==> src/rtl/bank_xlate_pkg.sv <==
// Shared constants and types for the bank-switching address translator.
// Assumes a 16-bit logical bus and a 19-bit physical bus with the layout
// given in the brief.
package bank_xlate_pkg;
    localparam int LA_W      = 16;   // logical address width
    localparam int PA_W      = 19;   // physical address width
    localparam int D_W       = 8;    // data bus width
    localparam int PAGE_W    = 4;    // firmware page number width
    localparam int MAP_W     = 3;    // RAM map number width
    localparam int CMN_W     = 3;    // common area size field width
    localparam int ROM_OFS_W = 13;   // 8 KB firmware window
    localparam int RAM_OFS_W = 15;   // 32 KB RAM window
    localparam int KB_W      = 10;   // 1 KB granule

    // Logical region boundaries
    localparam logic [LA_W-1:0] ROM_LO   = 16'h8000;
    localparam logic [LA_W-1:0] FIXED_LO = 16'hA000;

    // Register addresses, four-byte aligned blocks
    localparam logic [LA_W-1:0] PAGE_REG_BASE = 16'h0004;
    localparam logic [LA_W-1:0] MAP_REG_BASE  = 16'h0008;

    // Physical tags placed above each region's offset
    localparam int ROM_TAG_W   = PA_W - PAGE_W - ROM_OFS_W;
    localparam int FIXED_TAG_W = PA_W - LA_W;
    localparam logic [ROM_TAG_W-1:0]   ROM_TAG   = 2'b10;
    localparam logic [FIXED_TAG_W-1:0] FIXED_TAG = 3'b111;

    typedef enum logic [1:0] {
        RGN_NONE  = 2'd0,
        RGN_RAM   = 2'd1,
        RGN_ROM   = 2'd2,
        RGN_FIXED = 2'd3
    } region_e;
endpackage

==> src/rtl/xlate_map_regs.sv <==
// Write-only map registers: firmware page, RAM map and common-area size.
// Assumes the caller qualifies wr_en with a valid bus write. The RAM
// below the registers is written by the same cycle outside this module.
module xlate_map_regs
    import bank_xlate_pkg::*;
#(
    parameter int AW = LA_W,
    parameter int DW = D_W,
    parameter int PW = PAGE_W,
    parameter int MW = MAP_W,
    parameter int CW = CMN_W
) (
    input  logic          clk,
    input  logic          rst_n,
    input  logic          wr_en,
    input  logic [AW-1:0] addr,
    input  logic [DW-1:0] wdata,
    output logic [PW-1:0] page,
    output logic [MW-1:0] map,
    output logic [CW-1:0] cmn_kb
);
    localparam int BLK_LSB = 2;   // each register answers on four addresses
    localparam int CMN_LSB = 4;   // common size field position in write data

    logic page_hit, map_hit;
    logic unused_wdata;

    // Address match for each register block
    always_comb begin
        page_hit = addr[AW-1:BLK_LSB] == PAGE_REG_BASE[AW-1:BLK_LSB];
        map_hit  = addr[AW-1:BLK_LSB] == MAP_REG_BASE[AW-1:BLK_LSB];
    end

    assign unused_wdata = ^{wdata[DW-1], wdata[MW]};

    // Firmware page register, cleared by reset
    always_ff @(posedge clk) begin
        if (!rst_n)
            page <= '0;
        else if (wr_en && page_hit)
            page <= wdata[PW-1:0];
    end

    // RAM map and common size register, cleared by reset
    always_ff @(posedge clk) begin
        if (!rst_n) begin
            map    <= '0;
            cmn_kb <= '0;
        end else if (wr_en && map_hit) begin
            map    <= wdata[MW-1:0];
            cmn_kb <= wdata[CMN_LSB +: CW];
        end
    end


    page_load_chk: assert property (@(posedge clk) disable iff (!rst_n)
        (wr_en && page_hit) |=> page == $past(wdata[PW-1:0]));

    cmn_load_chk: assert property (@(posedge clk) disable iff (!rst_n)
        (wr_en && map_hit) |=> cmn_kb == $past(wdata[CMN_LSB +: CW]));

    page_isolated_chk: assert property (@(posedge clk) disable iff (!rst_n)
        (wr_en && page_hit) |=> ($stable(map) && $stable(cmn_kb)));

    no_write_hold_chk: assert property (@(posedge clk) disable iff (!rst_n)
        !wr_en |=> ($stable(page) && $stable(map) && $stable(cmn_kb)));
endmodule

==> src/rtl/xlate_region_decode.sv <==
// Splits the logical space into RAM, firmware and fixed regions and
// drives one chip select per region. Purely combinational.
module xlate_region_decode
    import bank_xlate_pkg::*;
#(
    parameter int AW = LA_W
) (
    input  logic          valid,
    input  logic [AW-1:0] addr,
    output region_e       region,
    output logic          sel_ram,
    output logic          sel_rom,
    output logic          sel_fixed
);
    // Region choice by address comparison against the window limits
    always_comb begin
        if (!valid)                 region = RGN_NONE;
        else if (addr >= FIXED_LO)  region = RGN_FIXED;
        else if (addr >= ROM_LO)    region = RGN_ROM;
        else                        region = RGN_RAM;
    end

    // One strobe per region
    always_comb begin
        sel_ram   = region == RGN_RAM;
        sel_rom   = region == RGN_ROM;
        sel_fixed = region == RGN_FIXED;
    end
endmodule

==> src/rtl/xlate_addr_compose.sv <==
// Builds the physical address from the logical address and the current
// map settings. The fixed region passes through. The firmware window takes
// the page number. The RAM window takes the map number, except inside
// the common area, which always uses map 0.
module xlate_addr_compose
    import bank_xlate_pkg::*;
#(
    parameter int AW = LA_W,
    parameter int PA = PA_W,
    parameter int PW = PAGE_W,
    parameter int MW = MAP_W,
    parameter int CW = CMN_W
) (
    input  logic          clk,
    input  logic          rst_n,
    input  region_e       region,
    input  logic [AW-1:0] addr,
    input  logic [PW-1:0] page,
    input  logic [MW-1:0] map,
    input  logic [CW-1:0] cmn_kb,
    output logic [PA-1:0] phys
);
    localparam int KBIDX_W = RAM_OFS_W - KB_W;   // KB index inside RAM window
    localparam int RAM_PAD = PA - MW - RAM_OFS_W;

    logic [KBIDX_W-1:0] kb_idx;
    logic               in_common;
    logic [MW-1:0]      eff_map;

    // Common-area test: KB index of the access against the configured size
    always_comb begin
        kb_idx    = addr[RAM_OFS_W-1:KB_W];
        in_common = kb_idx < KBIDX_W'(cmn_kb);
        eff_map   = in_common ? '0 : map;
    end

    // Physical address per region
    always_comb begin
        unique case (region)
            RGN_FIXED: phys = {FIXED_TAG, addr};
            RGN_ROM:   phys = {ROM_TAG, page, addr[ROM_OFS_W-1:0]};
            default:   phys = {{RAM_PAD{1'b0}}, eff_map, addr[RAM_OFS_W-1:0]};
        endcase
    end


    fixed_pass_chk: assert property (@(posedge clk) disable iff (!rst_n)
        (region == RGN_FIXED) |-> (phys[AW-1:0] == addr && phys[PA-1:AW] == FIXED_TAG));

    common_shared_chk: assert property (@(posedge clk) disable iff (!rst_n)
        (region == RGN_RAM && addr[RAM_OFS_W-1:KB_W] < KBIDX_W'(cmn_kb))
            |-> phys[PA-1:RAM_OFS_W] == '0);
endmodule

==> src/rtl/bank_xlate.sv <==
// Top level of the bank-switching address translator. Assumes the bus
// presents a stable address while bus_valid is high. The map registers
// change at the clock edge that ends a write cycle, so the write itself
// is translated with the old settings.
module bank_xlate
    import bank_xlate_pkg::*;
(
    input  logic            clk,
    input  logic            rst_n,
    input  logic            bus_valid,
    input  logic            bus_we,
    input  logic [LA_W-1:0] bus_addr,
    input  logic [D_W-1:0]  bus_wdata,
    output logic [PA_W-1:0] phys_addr,
    output logic            sel_fixed,
    output logic            sel_rom,
    output logic            sel_ram
);
    region_e             region;
    logic [PAGE_W-1:0]   page;
    logic [MAP_W-1:0]    map;
    logic [CMN_W-1:0]    cmn_kb;
    logic                wr_en;

    // Qualified register write strobe
    assign wr_en = bus_valid && bus_we;

    xlate_map_regs u_regs (
        .clk    (clk),
        .rst_n  (rst_n),
        .wr_en  (wr_en),
        .addr   (bus_addr),
        .wdata  (bus_wdata),
        .page   (page),
        .map    (map),
        .cmn_kb (cmn_kb)
    );

    xlate_region_decode u_dec (
        .valid     (bus_valid),
        .addr      (bus_addr),
        .region    (region),
        .sel_ram   (sel_ram),
        .sel_rom   (sel_rom),
        .sel_fixed (sel_fixed)
    );

    xlate_addr_compose u_comp (
        .clk    (clk),
        .rst_n  (rst_n),
        .region (region),
        .addr   (bus_addr),
        .page   (page),
        .map    (map),
        .cmn_kb (cmn_kb),
        .phys   (phys_addr)
    );


    one_select_chk: assert property (@(posedge clk) disable iff (!rst_n)
        bus_valid |-> $countones({sel_fixed, sel_rom, sel_ram}) == 1);

    idle_select_chk: assert property (@(posedge clk) disable iff (!rst_n)
        !bus_valid |-> $countones({sel_fixed, sel_rom, sel_ram}) == 0);

    vector_fixed_chk: assert property (@(posedge clk) disable iff (!rst_n)
        (bus_valid && bus_addr[LA_W-1:4] == 12'hFFF) |-> (sel_fixed && phys_addr[LA_W-1:0] == bus_addr));

    reg_overlay_chk: assert property (@(posedge clk) disable iff (!rst_n)
        (bus_valid && bus_addr >= PAGE_REG_BASE && bus_addr <= MAP_REG_BASE + 16'd3) |-> sel_ram);
endmodule

==> config.mk <==
export PLATFORM = sky130hd
export DESIGN_NAME = bank_xlate
export DESIGN_NICKNAME = d
export VERILOG_FILES = /design/src/rtl/bank_xlate_pkg.sv /design/src/rtl/xlate_map_regs.sv /design/src/rtl/xlate_region_decode.sv /design/src/rtl/xlate_addr_compose.sv /design/src/rtl/bank_xlate.sv
export SDC_FILE = /design/constraint.sdc
export NUM_CORES = 1
export LEC_CHECK = 0
export BUFFER_PORTS_ARGS = -buffer_cell sky130_fd_sc_hd__buf_2
export CORE_MARGIN = 4
export CORE_UTILIZATION = 39
export CTS_CLUSTER_DIAMETER = 200
export DETAILED_ROUTE_END_ITERATION = 6
export PLACE_DENSITY = 0.75
export RECOVER_POWER = 100
export REMOVE_ABC_BUFFERS = 1
export SYNTH_ARGS = -nofsm -noshare
export SYNTH_HDL_FRONTEND = slang
export SYNTH_SLANG_ARGS = --single-unit
==> constraint.sdc <==
create_clock -name clk -period 1.66 [get_ports clk]
set_clock_uncertainty 0.1 [all_clocks]
set_input_delay 0.166 -clock clk [delete_from_list [all_inputs] [get_ports clk]]
set_output_delay 0.166 -clock clk [all_outputs]
set_load 0.03 [all_outputs]
==> flow_metrics.tcl <==
set metrics [dict create \
    yosysWarnings 0 \
    mostFrequentLayoutCell "buf_2" \
    setup_viol 3 \
    die_area_um2 2700 \
    clkSlewWorstSetupHoldPaths_ps 60 \
    final_util_pct 51.9 \
    synth.cell_area_um2 754 \
    via_count 734 \
    antenna-diode-count 0 \
    drv.max_cap_violation_count 0 \
    critical_path_peak_fanout 2 \
    placement_rows 15 \
    p_int_w 0.000383 \
    global_route.overflow_total 0 \
    dp_hpwl_mm 1.52 \
    drt_pre_antenna_iters 4 \
    grt_start_max_net_pins 18 \
    cts_max_level 1 \
    totalWireLength_mm 1.88 \
    cts_max_path_buffers 2 \
    gp_congestion 0.791 \
    holdBufCountCts 0 \
    clk-insertion-delay-late_ps 260 \
    route.detailed.wl_per_inst_um 12.9 \
    first_iter_violations 8 \
    irDropWorstVdd_uv 367 \
    comb_power_share_pct 29.9 \
    hold_class "primary input to flop" \
    post_placement_setup_slack_ps -126 \
    worst_setup_path_end_kind "primary output" \
    final_cell_mix "buf_2, nand2_1, clkbuf_1, mux2i_1, dfxtp_1" \
    synth_cells 85 \
    result_of_the_run "complete, but fails checks" \
    final.min_clock_period_ps 1850 \
    synth.distinct_cells 27 \
    hold-path-cell-count 3 \
    finalWorstSetupSlack_ps -187 \
    die_y_um 52.0 \
    transition_time_of_the_tightest_slew_check_pin_ps 389 \
    synthDominantAreaCellType "dfxtp_1" \
    power_frac_clock_pct 28.4 \
    power_per_cell_area_nw_per_um2 622 \
    crit_path_start_kind "flop" \
    clock_tree.root_cell "clkbuf_4" \
    io_buffer_count 44 \
    critical-path-slowest-cell "dfxtp_2" \
    ff2ff_path_depth 3 \
    cts_tree "yes" \
    design.final.nets 152 \
    worst-path-buf-inv 2 \
    total_switching_power_w 0.000192 \
    global_route.usage.total_pct 13.2 \
    timing.max_slew.rel_slack_pct 73.7 \
    synth.yosys.seq_area_share_pct 26.5 \
    netlist.area_leader.share_pct 26.5 \
    critical-path-top-delay-family "compound AO/OA/AOI/OAI gates" \
    leakagePower_nw 0.410 \
    violations "negative setup slack" \
    rsz0062_at_grt "yes" \
    nFillCells 193 \
    drive_gt1_share_pct 35.8 \
    tritoncts.num_buffers 3 \
    timing.critical_path.required_ps 1390 \
    initial_utilization_pct 42.3 \
    sinks_on_the_clock_net 10 \
    number_of_antenna_violating_nets_in_the_routed_design 0 \
    antenna_found_initial 0 \
    setup.worst_path.class "flop to primary output" \
    share_of_power_burned_in_registers_pct 41.7 \
    report.final.hold_viol_count 0 \
    p_sw_share_pct 33.4 \
    syn-mean-instance-area_um2 8.88 \
    fin_crit_sh_pct 111 \
    final.setup.tns_ps -538 \
    timing.critical_path.cells "inv_2 -> ha_4 -> a21o_1 -> a311oi_2 -> a21oi_1 -> buf_4" \
    timing.critical_path.arrival_ps 1580 \
    die_width_um 52.0 \
    route.detailed.vias_per_inst 5.06 \
    design.core.area_um2 1780 \
    synth_seq_cells 10 \
    cp_slowest_stage_delay_ps 330 \
    number_of_cells_on_the_critical_path 6 \
    synth.top_cells.by_area "dfxtp_1, mux2i_1, buf_4" \
    area_delta_synth_final_pct 22.6 \
    io_pins 50 \
    grt_pass1_vias 658 \
    drv_slew 0 \
    drcViolationCount 0 \
    grt_first_pass_wirelength_mm 2.62 \
    fmaxAchievable_mhz 541 \
]
kinds of logic (layout without fill, tap and decap cells):
| kind of cell | count (synthesis) | count (layout) | share of synthesized area, % |
|---|---|---|---|
| and+or+nand+nor | 31 | 31 | 28.5 |
| muxes | 10 | 10 | 13.3 |
| DFF | 10 | 10 | 26.5 |
| AOI/OAI and AO/OA | 11 | 11 | 9.12 |
| buffers and inverters | 21 | 56 | 19.2 |
| adders and majority gates | 2 | 2 | 3.32 |
metal layers:
layer | share of wire (%) | GRT usage (%)
met3 | 11 | 2.58
met2 | 48 | 23.8
met1 | 39 | 13.2
met4 | 2.0 | 9.17
met5 | 0 | 0
power groups by stage:
stage / logic, W / registers, W / clock network, W
floorplan: 0.0000580 / 0.000245 / 0
global placement: 0.000167 / 0.000245 / 0
detailed placement: 0.000170 / 0.000245 / 0
CTS: 0.000179 / 0.000240 / 0.000167
global route: 0.000182 / 0.000240 / 0.000179
finish: 0.000172 / 0.000240 / 0.000163
state kept, by name (all words and copies together) (netlist names):
register       cells
u_regs.page        4
u_regs.cmn_kb      3
u_regs.map         3
cell type report:
type / instances / area (µm²) / share of cell area, %
Clock buffer: 3 / 22.5 / 2.44
Inverter: 5 / 18.8 / 2.03
Multi-Input combinational cell: 54 / 410 / 44.4
Sequential cell: 10 / 201 / 21.8
Tap cell: 25 / 31.3 / 3.38
Timing Repair Buffer: 48 / 240 / 26.0
worst reg2reg max path: stages (launching register included):
cell     delay [ps]
dfxtp_2         320
buf_4           120
nand2_1          60
mux2i_1          70
metrics by stage:
| stage | total power [W] | hold WS (ps) | std cells | cell area (µm²) |
|---|---|---|---|---|
| 2_1_floorplan | 0.000303 | 205 | 69 | 628 |
| 3_3_place_gp | 0.000412 | 232 | 140 | 895 |
| 3_5_place_dp | 0.000416 | 232 | 140 | 895 |
| 4_1_cts | 0.000586 | 37.2 | 143 | 952 |
| 5_1_grt | 0.000601 | 50.9 | 145 | 925 |
| 6_report | 0.000575 | 38.7 | 145 | 925 |
synth_stat cells:
master	n
nand4_2	1
o22ai_1	2
nor4bb_1	1
nand4bb_1	1
a31o_2	1
a31oi_1	1
nor4b_4	1
dlymetal6s2s_1	1
a21oi_1	3
dfxtp_1	10
and4bb_1	1
nor4_4	2
nor2_1	2
o21ai_0	2
ha_1	2
mux2i_1	10
and4_1	1
nand2b_1	2
inv_1	4
inv_2	1
buf_2	1
nor2b_1	1
nand2_1	18
buf_6	1
buf_4	13
a21o_1	1
a311oi_1	1
final timing paths:
kind	from	to	slack (ps)
min	bus_wdata[3]	u_regs.page[3]	40
min reg2reg	u_regs.map[2]	u_regs.map[2]	360
max	u_regs.cmn_kb[2]	phys_addr[16]	-190
max reg2reg	u_regs.cmn_kb[2]	u_regs.cmn_kb[2]	860
repair_timing:
item                       4_1_cts  5_1_grt
gates resized for setup          9        0
pin swaps                        5        1
buffers inserted                 0        2
setup endpoints to repair        3        3
Power figures use the tool's default switching activity.
